<file path="src/rtl/ivd_pkg.sv">
package ivd_pkg;

  localparam int unsigned VEC_SPACE = 64;
  localparam int unsigned VEC_BITS  = $clog2(VEC_SPACE);
  localparam logic [4:0]  MB_TAG    = 5'h1F;

  typedef struct packed {
    logic                hit;
    logic [VEC_BITS-1:0] vec;
  } route_t;

  // Fixed legacy-line translation; lines not listed have no vector.
  function automatic route_t route_of(input int unsigned line);
    route_t r;
    r.hit = 1'b1;
    case (line)
      1:       r.vec = 6'h29;
      4:       r.vec = 6'h2B;
      6:       r.vec = 6'h27;
      7:       r.vec = 6'h22;
      12:      r.vec = 6'h2A;
      default: begin
        r.hit = 1'b0;
        r.vec = '0;
      end
    endcase
    return r;
  endfunction

endpackage

</file>
<file path="src/rtl/ivd_line_track.sv">
module ivd_line_track #(
  parameter int unsigned N = 16
) (
  input  logic         clk,
  input  logic         rst_n,
  input  logic [N-1:0] lines,
  input  logic [N-1:0] mapped,
  input  logic         busy,
  input  logic [N-1:0] grant,
  output logic [N-1:0] cand
);

  logic [N-1:0] line_q, pend_q;
  logic [N-1:0] rise, pend_n;

  always_comb begin
    rise   = lines & ~line_q & mapped;
    cand   = (pend_q | (rise & {N{~busy}})) & lines;
    pend_n = cand & ~grant;
  end

  always_ff @(posedge clk or negedge rst_n) begin
    if (!rst_n) begin
      line_q <= '0;
      pend_q <= '0;
    end else begin
      line_q <= lines;
      pend_q <= pend_n;
    end
  end

  // a pending bit never survives its line going low
  a_r8_pend_drops: assert property (@(posedge clk) disable iff (!rst_n)
    ((pend_q & ~lines) != '0) |=> ((pend_q & ~$past(lines)) == '0));

endmodule

</file>
<file path="src/rtl/ivd_pick.sv">
module ivd_pick #(
  parameter int unsigned N = 16,
  localparam int unsigned IW = $clog2(N)
) (
  input  logic         enable,
  input  logic [N-1:0] cand,
  output logic [N-1:0] grant,
  output logic [IW-1:0] idx,
  output logic         any
);

  logic [N:0] below;

  assign below[0] = 1'b0;

  generate
    for (genvar i = 0; i < N; i++) begin : g_chain
      assign below[i+1] = below[i] | cand[i];
      assign grant[i]   = enable & cand[i] & ~below[i];
    end
  endgenerate

  assign any = |grant;

  always_comb begin
    idx = '0;
    for (int i = 0; i < N; i++) begin
      if (grant[i]) idx = IW'(i);
    end
  end

endmodule

</file>
<file path="src/rtl/ivd_mailbox.sv">
module ivd_mailbox #(
  parameter int unsigned N         = 16,
  parameter int unsigned VEC_W     = 6,
  parameter int unsigned WORD_W    = 64,
  parameter int unsigned TRAP_W    = 9,
  parameter logic [TRAP_W-1:0] TRAP_CODE = 9'h060,
  localparam int unsigned IW = $clog2(N)
) (
  input  logic              clk,
  input  logic              rst_n,
  input  logic              fire,
  input  logic [IW-1:0]     fire_idx,
  input  logic [VEC_W-1:0]  fire_vec,
  input  logic [N-1:0]      lines,
  output logic              busy,
  output logic [WORD_W-1:0] w0,
  output logic [WORD_W-1:0] w1,
  output logic [WORD_W-1:0] w2,
  output logic              irq_req,
  output logic [TRAP_W-1:0] trap_type,
  output logic              wake
);

  logic              busy_q, busy_n;
  logic [IW-1:0]     act_q, act_n;
  logic [WORD_W-1:0] w0_q, w0_n, w1_q, w1_n, w2_q, w2_n;
  logic              wake_q, wake_n;
  logic              release_now;

  always_comb begin
    release_now = busy_q & ~lines[act_q];
    busy_n = busy_q;
    act_n  = act_q;
    w0_n   = w0_q;
    w1_n   = w1_q;
    w2_n   = w2_q;
    wake_n = 1'b0;
    if (fire) begin
      busy_n = 1'b1;
      act_n  = fire_idx;
      w0_n   = (WORD_W'(ivd_pkg::MB_TAG) << VEC_W) | WORD_W'(fire_vec);
      w1_n   = '0;
      w2_n   = '0;
      wake_n = 1'b1;
    end else if (release_now) begin
      busy_n = 1'b0;
    end
  end

  always_ff @(posedge clk or negedge rst_n) begin
    if (!rst_n) begin
      busy_q <= 1'b0;
      act_q  <= '0;
      w0_q   <= '0;
      w1_q   <= '0;
      w2_q   <= '0;
      wake_q <= 1'b0;
    end else begin
      busy_q <= busy_n;
      act_q  <= act_n;
      w0_q   <= w0_n;
      w1_q   <= w1_n;
      w2_q   <= w2_n;
      wake_q <= wake_n;
    end
  end

  assign busy      = busy_q;
  assign w0        = w0_q;
  assign w1        = w1_q;
  assign w2        = w2_q;
  assign irq_req   = busy_q;
  assign trap_type = busy_q ? TRAP_CODE : '0;
  assign wake      = wake_q;

  // while busy, word 0 carries the tag and the other words are zero
  a_r3_word_form: assert property (@(posedge clk) disable iff (!rst_n)
    busy_q |-> (w0_q[VEC_W+4:VEC_W] == ivd_pkg::MB_TAG && w1_q == '0 && w2_q == '0));

  // no reload of the mailbox while it stays busy
  a_r5_no_reload: assert property (@(posedge clk) disable iff (!rst_n)
    (busy_q && $past(busy_q)) |-> $stable(w0_q));

  // wake lasts one cycle
  a_r4_wake_pulse: assert property (@(posedge clk) disable iff (!rst_n)
    wake_q |=> !wake_q);

  // owner line low while busy frees the slot on the next edge
  a_r6_release: assert property (@(posedge clk) disable iff (!rst_n)
    (busy_q && !lines[act_q]) |=> !busy_q);

endmodule

</file>
<file path="src/rtl/ivd_dispatch.sv">
module ivd_dispatch #(
  parameter int unsigned N_LINES   = 16,
  parameter int unsigned VEC_W     = ivd_pkg::VEC_BITS,
  parameter int unsigned WORD_W    = 64,
  parameter int unsigned TRAP_W    = 9,
  parameter logic [TRAP_W-1:0] TRAP_CODE = 9'h060
) (
  input  logic               clk,
  input  logic               rst_n,
  input  logic [N_LINES-1:0] dev_irq_i,
  output logic               busy_o,
  output logic [WORD_W-1:0]  mbox_w0_o,
  output logic [WORD_W-1:0]  mbox_w1_o,
  output logic [WORD_W-1:0]  mbox_w2_o,
  output logic               irq_req_o,
  output logic [TRAP_W-1:0]  trap_type_o,
  output logic               wake_o
);

  localparam int unsigned IW = $clog2(N_LINES);

  logic [1:0]         rst_sync;
  logic               rst_int;
  logic [N_LINES-1:0] mapped, cand, grant;
  logic [VEC_W-1:0]   vec_tab [N_LINES];
  logic [IW-1:0]      pick_idx;
  logic               pick_any;
  logic               busy;

  // asynchronous assert, synchronous release
  always_ff @(posedge clk or negedge rst_n) begin
    if (!rst_n) rst_sync <= 2'b00;
    else        rst_sync <= {rst_sync[0], 1'b1};
  end
  assign rst_int = rst_sync[1];

  generate
    for (genvar i = 0; i < N_LINES; i++) begin : g_route
      localparam ivd_pkg::route_t RT = ivd_pkg::route_of(i);
      assign mapped[i]  = RT.hit;
      assign vec_tab[i] = VEC_W'(RT.vec);
    end
  endgenerate

  ivd_line_track #(.N(N_LINES)) u_track (
    .clk    (clk),
    .rst_n  (rst_int),
    .lines  (dev_irq_i),
    .mapped (mapped),
    .busy   (busy),
    .grant  (grant),
    .cand   (cand)
  );

  ivd_pick #(.N(N_LINES)) u_pick (
    .enable (~busy),
    .cand   (cand),
    .grant  (grant),
    .idx    (pick_idx),
    .any    (pick_any)
  );

  ivd_mailbox #(
    .N(N_LINES), .VEC_W(VEC_W), .WORD_W(WORD_W),
    .TRAP_W(TRAP_W), .TRAP_CODE(TRAP_CODE)
  ) u_mbox (
    .clk       (clk),
    .rst_n     (rst_int),
    .fire      (pick_any),
    .fire_idx  (pick_idx),
    .fire_vec  (vec_tab[pick_idx]),
    .lines     (dev_irq_i),
    .busy      (busy),
    .w0        (mbox_w0_o),
    .w1        (mbox_w1_o),
    .w2        (mbox_w2_o),
    .irq_req   (irq_req_o),
    .trap_type (trap_type_o),
    .wake      (wake_o)
  );

  assign busy_o = busy;

  // at most one line granted per cycle
  a_r7_single_grant: assert property (@(posedge clk) disable iff (!rst_int)
    $onehot0(grant));

  // lines without a translation are never granted
  a_r2_unmapped_idle: assert property (@(posedge clk) disable iff (!rst_int)
    (grant & ~mapped) == '0);

  // nothing is granted while the slot is occupied
  a_r5_busy_blocks: assert property (@(posedge clk) disable iff (!rst_int)
    busy |-> (grant == '0));

  // the granted line has no lower-numbered candidate
  a_r7_lowest_first: assert property (@(posedge clk) disable iff (!rst_int)
    pick_any |-> ((cand & (grant - 1'b1)) == '0));

endmodule

</file>
<file path="config.mk">
export PLATFORM = sky130hd
export DESIGN_NAME = ivd_dispatch
export DESIGN_NICKNAME = d
export VERILOG_FILES = /design/src/rtl/ivd_pkg.sv /design/src/rtl/ivd_line_track.sv /design/src/rtl/ivd_pick.sv /design/src/rtl/ivd_mailbox.sv /design/src/rtl/ivd_dispatch.sv
export SDC_FILE = /design/constraint.sdc
export NUM_CORES = 1
export LEC_CHECK = 0
export ABC_AREA = 1
export BUFFER_PORTS_ARGS = -buffer_cell sky130_fd_sc_hd__buf_2
export CAP_MARGIN = 0
export CORE_ASPECT_RATIO = 0.9
export CORE_MARGIN = 2
export CORE_UTILIZATION = 46
export CTS_CLUSTER_DIAMETER = 40
export DETAILED_ROUTE_END_ITERATION = 10
export GPL_ROUTABILITY_DRIVEN = 0
export GPL_TIMING_DRIVEN = 1
export HOLD_SLACK_MARGIN = 0.12
export PLACE_DENSITY = 0.94
export SETUP_SLACK_MARGIN = 0.5
export SLEW_MARGIN = 20
export SYNTH_ARGS = -nofsm -noshare
export SYNTH_HDL_FRONTEND = slang
export SYNTH_SLANG_ARGS = --single-unit
</file>
<file path="constraint.sdc">
create_clock -name clk -period 2.5 [get_ports clk]
set_input_delay 0.125 -clock clk [delete_from_list [all_inputs] [get_ports clk]]
set_output_delay 0.125 -clock clk [all_outputs]
set_load 0.005 [all_outputs]
</file>
==> results_dict.tcl <==
set metrics [dict create \
    r2r_end "u_mbox.busy" \
    ys_types 37 \
    yosys.area.top_type_share_pct 44.4 \
    hold_class "in -> async" \
    syn-cell-area_mm2 0.00331 \
    syn_avg_cell_area_um2 8.14 \
    placedCellCount 524 \
    reg2reg_from "u_mbox.busy" \
    postPlaceCellArea_mm2 0.00282 \
    clkSinkCount 35 \
    finalSetupViolCount 0 \
    cp_top_family "simple AND/OR/NAND/NOR gates" \
    cts_tree "built" \
    synth_top_family_by_area "buffers and inverters" \
    yosysSeqAreaShare_pct 26.4 \
    final_design_area_no_fill_mm2 0.00337 \
    cts_buffers 5 \
    yosysMostFrequentCell "buf_4" \
    yosys_register_bits 35 \
    ctsHtreeMaxLevel 2 \
    synth.top_cells.by_area "buf_4 44%, dfrtp_1 26%, nand2_1 3.7%" \
    holdWs_ns 0.135 \
    r2r.worst_path.cells 10 \
    drive_above_1_share_pct 25.3 \
    r2r_setup_slack_ns 0.35 \
    core_mm2 0.00700 \
    clk_transition_reported_paths_ns 0.07 \
    rows 29 \
    fmax_mhz 465 \
    crit_slowest_cell "dfrtp_2" \
    post_synth_fa_ha_maj_area_fraction_pct 0.756 \
    outcome "complete, no violations" \
    start_util_pct 47.3 \
    p_leak_nw 2.06 \
    fin_crit_sh_pct 86.1 \
    antenna_cells 0 \
    cp-start-kind "register" \
    vias 2344 \
    pin_count 222 \
    hpwl_mm 4.46 \
    die_area_mm2 0.00790 \
    crit_cells 10 \
    skew_ns 0.00465 \
    crit_top_cell "nor2_4" \
    synth_area_leader_cell "buf_4" \
    rsz0062_at_grt "true" \
    netlist_instances 407 \
    hold_viol_final 0 \
    cp_cell_sequence "o21bai_1, nand2_2, nand4_1, nor2_4, buf_4, o31ai_1, inv_1, nor2_4, nand2_4, or2_1" \
    wire_per_inst_um 11.8 \
    max_stage_delay_ns 0.49 \
    clk_path_buf_depth 2 \
    path_class "reg -> reg" \
    die_y_um 84.5 \
    path_max_fanout 7 \
    synth_edf_count 0 \
    portBuffers 32 \
    clkLatencyLatePin_ns 0.30 \
    grt_pass1_vias 1909 \
    tns_ns 0 \
    slew_violations 0 \
    routed_wl_mm 6.68 \
    drc 0 \
    grt_pass1_wl_mm 9.03 \
    synth-main-ff-cell "dfrtp_1" \
    async_reset_ff_share_pct 100 \
    grt_use_total_pct 14.8 \
    nets 493 \
    grt_max_degree 34 \
    vdd_drop_max_mv 0.332 \
    synthXorXnorAreaFrac_pct 0 \
    cp_num_buf_inv 2 \
    antenna_left 0 \
    fin_cells 567 \
    endpoint_kind "register" \
    drv_cap 0 \
    die_w_um 93.4 \
    synth_compound_gate_area_share_pct 7.14 \
    area_growth_pct 1.85 \
    ys_warn_count 0 \
    power_density_mw_per_mm2 821 \
    vias_per_cell 4.13 \
    synth_commonest_cells "196 x buf_4, 35 x dfrtp_1, 33 x nand2_1" \
    synthSimpleGateAreaFrac_pct 16.8 \
    clockRootBuffer "clkbuf_8" \
    required_ns 2.69 \
    min_period_ns 2.15 \
    antenna_found_initial 0 \
    drtPass1Iterations 5 \
    drt_iter0_markers 182 \
    overflow 0 \
    power_w 0.00277 \
    synthMuxAreaShare_pct 0 \
    worstPathArrival_ns 2.34 \
]
==> power by group <==
group | switching, W | internal, W | total [W]
Sequential | 0.000116 | 0.000681 | 0.000797
Clock | 0.000221 | 0.000323 | 0.000543
Combinational | 0.000846 | 0.000584 | 0.00143
==> worst max path at each step <==
| stage | endpoint | slack [ns] | startpoint |
|---|---|---|---|
| 2_1_floorplan | u_mbox.w0[5] | 0.47 | u_mbox.busy |
| 3_3_place_gp | u_mbox.w0[5] | 0.26 | u_mbox.busy |
| 5_1_grt | u_mbox.busy | 0.31 | u_mbox.busy |
| 6_report | u_mbox.busy | 0.35 | u_mbox.busy |
| 4_1_cts | u_mbox.w0[5] | 0.43 | u_mbox.busy |
| 3_5_place_dp | u_mbox.w0[5] | 0.12 | u_mbox.busy |
==> cell families (layout without fill, tap and decap cells) <==
family	Yosys count	in the layout
simple gates	105	105
fa+ha+maj	2	2
buf+inv	230	109
other cells	2	190
compound gates	33	33
flops	35	35
==> routing by layer <==
layer,vias up,track usage [%],share of wire [%]
met5,-,0,0
met4,0,4.28,2.9
met3,24,5.21,11
met2,190,26.8,52
met1,1101,16.2,34
li1,1029,-,-
==> layout make-up <==
cell class	count	area, um^2
Timing Repair Buffer	69	473
Clock buffer	6	82.6
Inverter	32	125
Fill cell	647	3630
Clock inverter	2	35.0
Tap cell	93	116
Multi-Input combinational cell	330	1660
Sequential cell	35	877
==> cells in the final DEF, fill, tap and decap left out, types with 2 or more instances in the layout <==
| cell type | count |
|---|---|
| nand4_1 | 8 |
| buf_4 | 25 |
| conb_1 | 190 |
| o21ai_0 | 10 |
| dfrtp_1 | 34 |
| buf_6 | 4 |
| nor2_2 | 6 |
| dlygate4sd3_1 | 8 |
| buf_2 | 32 |
| or2_1 | 2 |
| o21ai_2 | 4 |
| o221ai_1 | 3 |
| nor2_1 | 18 |
| inv_2 | 4 |
| nand3_1 | 12 |
| nand2_1 | 28 |
| inv_1 | 27 |
| clkbuf_8 | 6 |
| a21oi_1 | 6 |
| nand2_4 | 4 |
| nand2_2 | 6 |
| o21bai_1 | 2 |
| nand3_2 | 6 |
| nand3_4 | 3 |
| nor2_4 | 8 |
==> metrics by stage <==
stage,utilization [%],setup slack (ns)
floorplan,-,0.471
global placement,40.3,0.261
detailed placement,40.3,0.118
CTS,46.0,0.428
global route,48.2,0.306
finish,48.2,0.348
==> worst register-to-register path, delay by kind of cell (launching register included) <==
| kind | cells | cell delay [ns] |
|---|---|---|
| AO/OA/AOI/OAI | 2 | 0.29 |
| flip-flops | 1 | 0.49 |
| AND/OR/NAND/NOR | 6 | 0.99 |
| buffers and inverters | 2 | 0.27 |
==> registers in the layout (all words and copies together), names as in the netlist <==
register	flops
rst_sync	2
u_mbox.wake	1
u_track.pend_q	16
u_track.line_q	5
u_mbox.busy	1
u_mbox.act_q	4
u_mbox.w0	6
==> repair_timing <==
action                                  4_1_cts  5_1_grt
setup buffers                                15       12
hold buffers                                  8        0
endpoints found under the setup margin       10       11
gates cloned                                  0        0
pin swaps                                    15       18
hold endpoints to repair                      9        0
gates resized for setup                      22       21
Note: power is estimated with default switching activity, not from simulation.
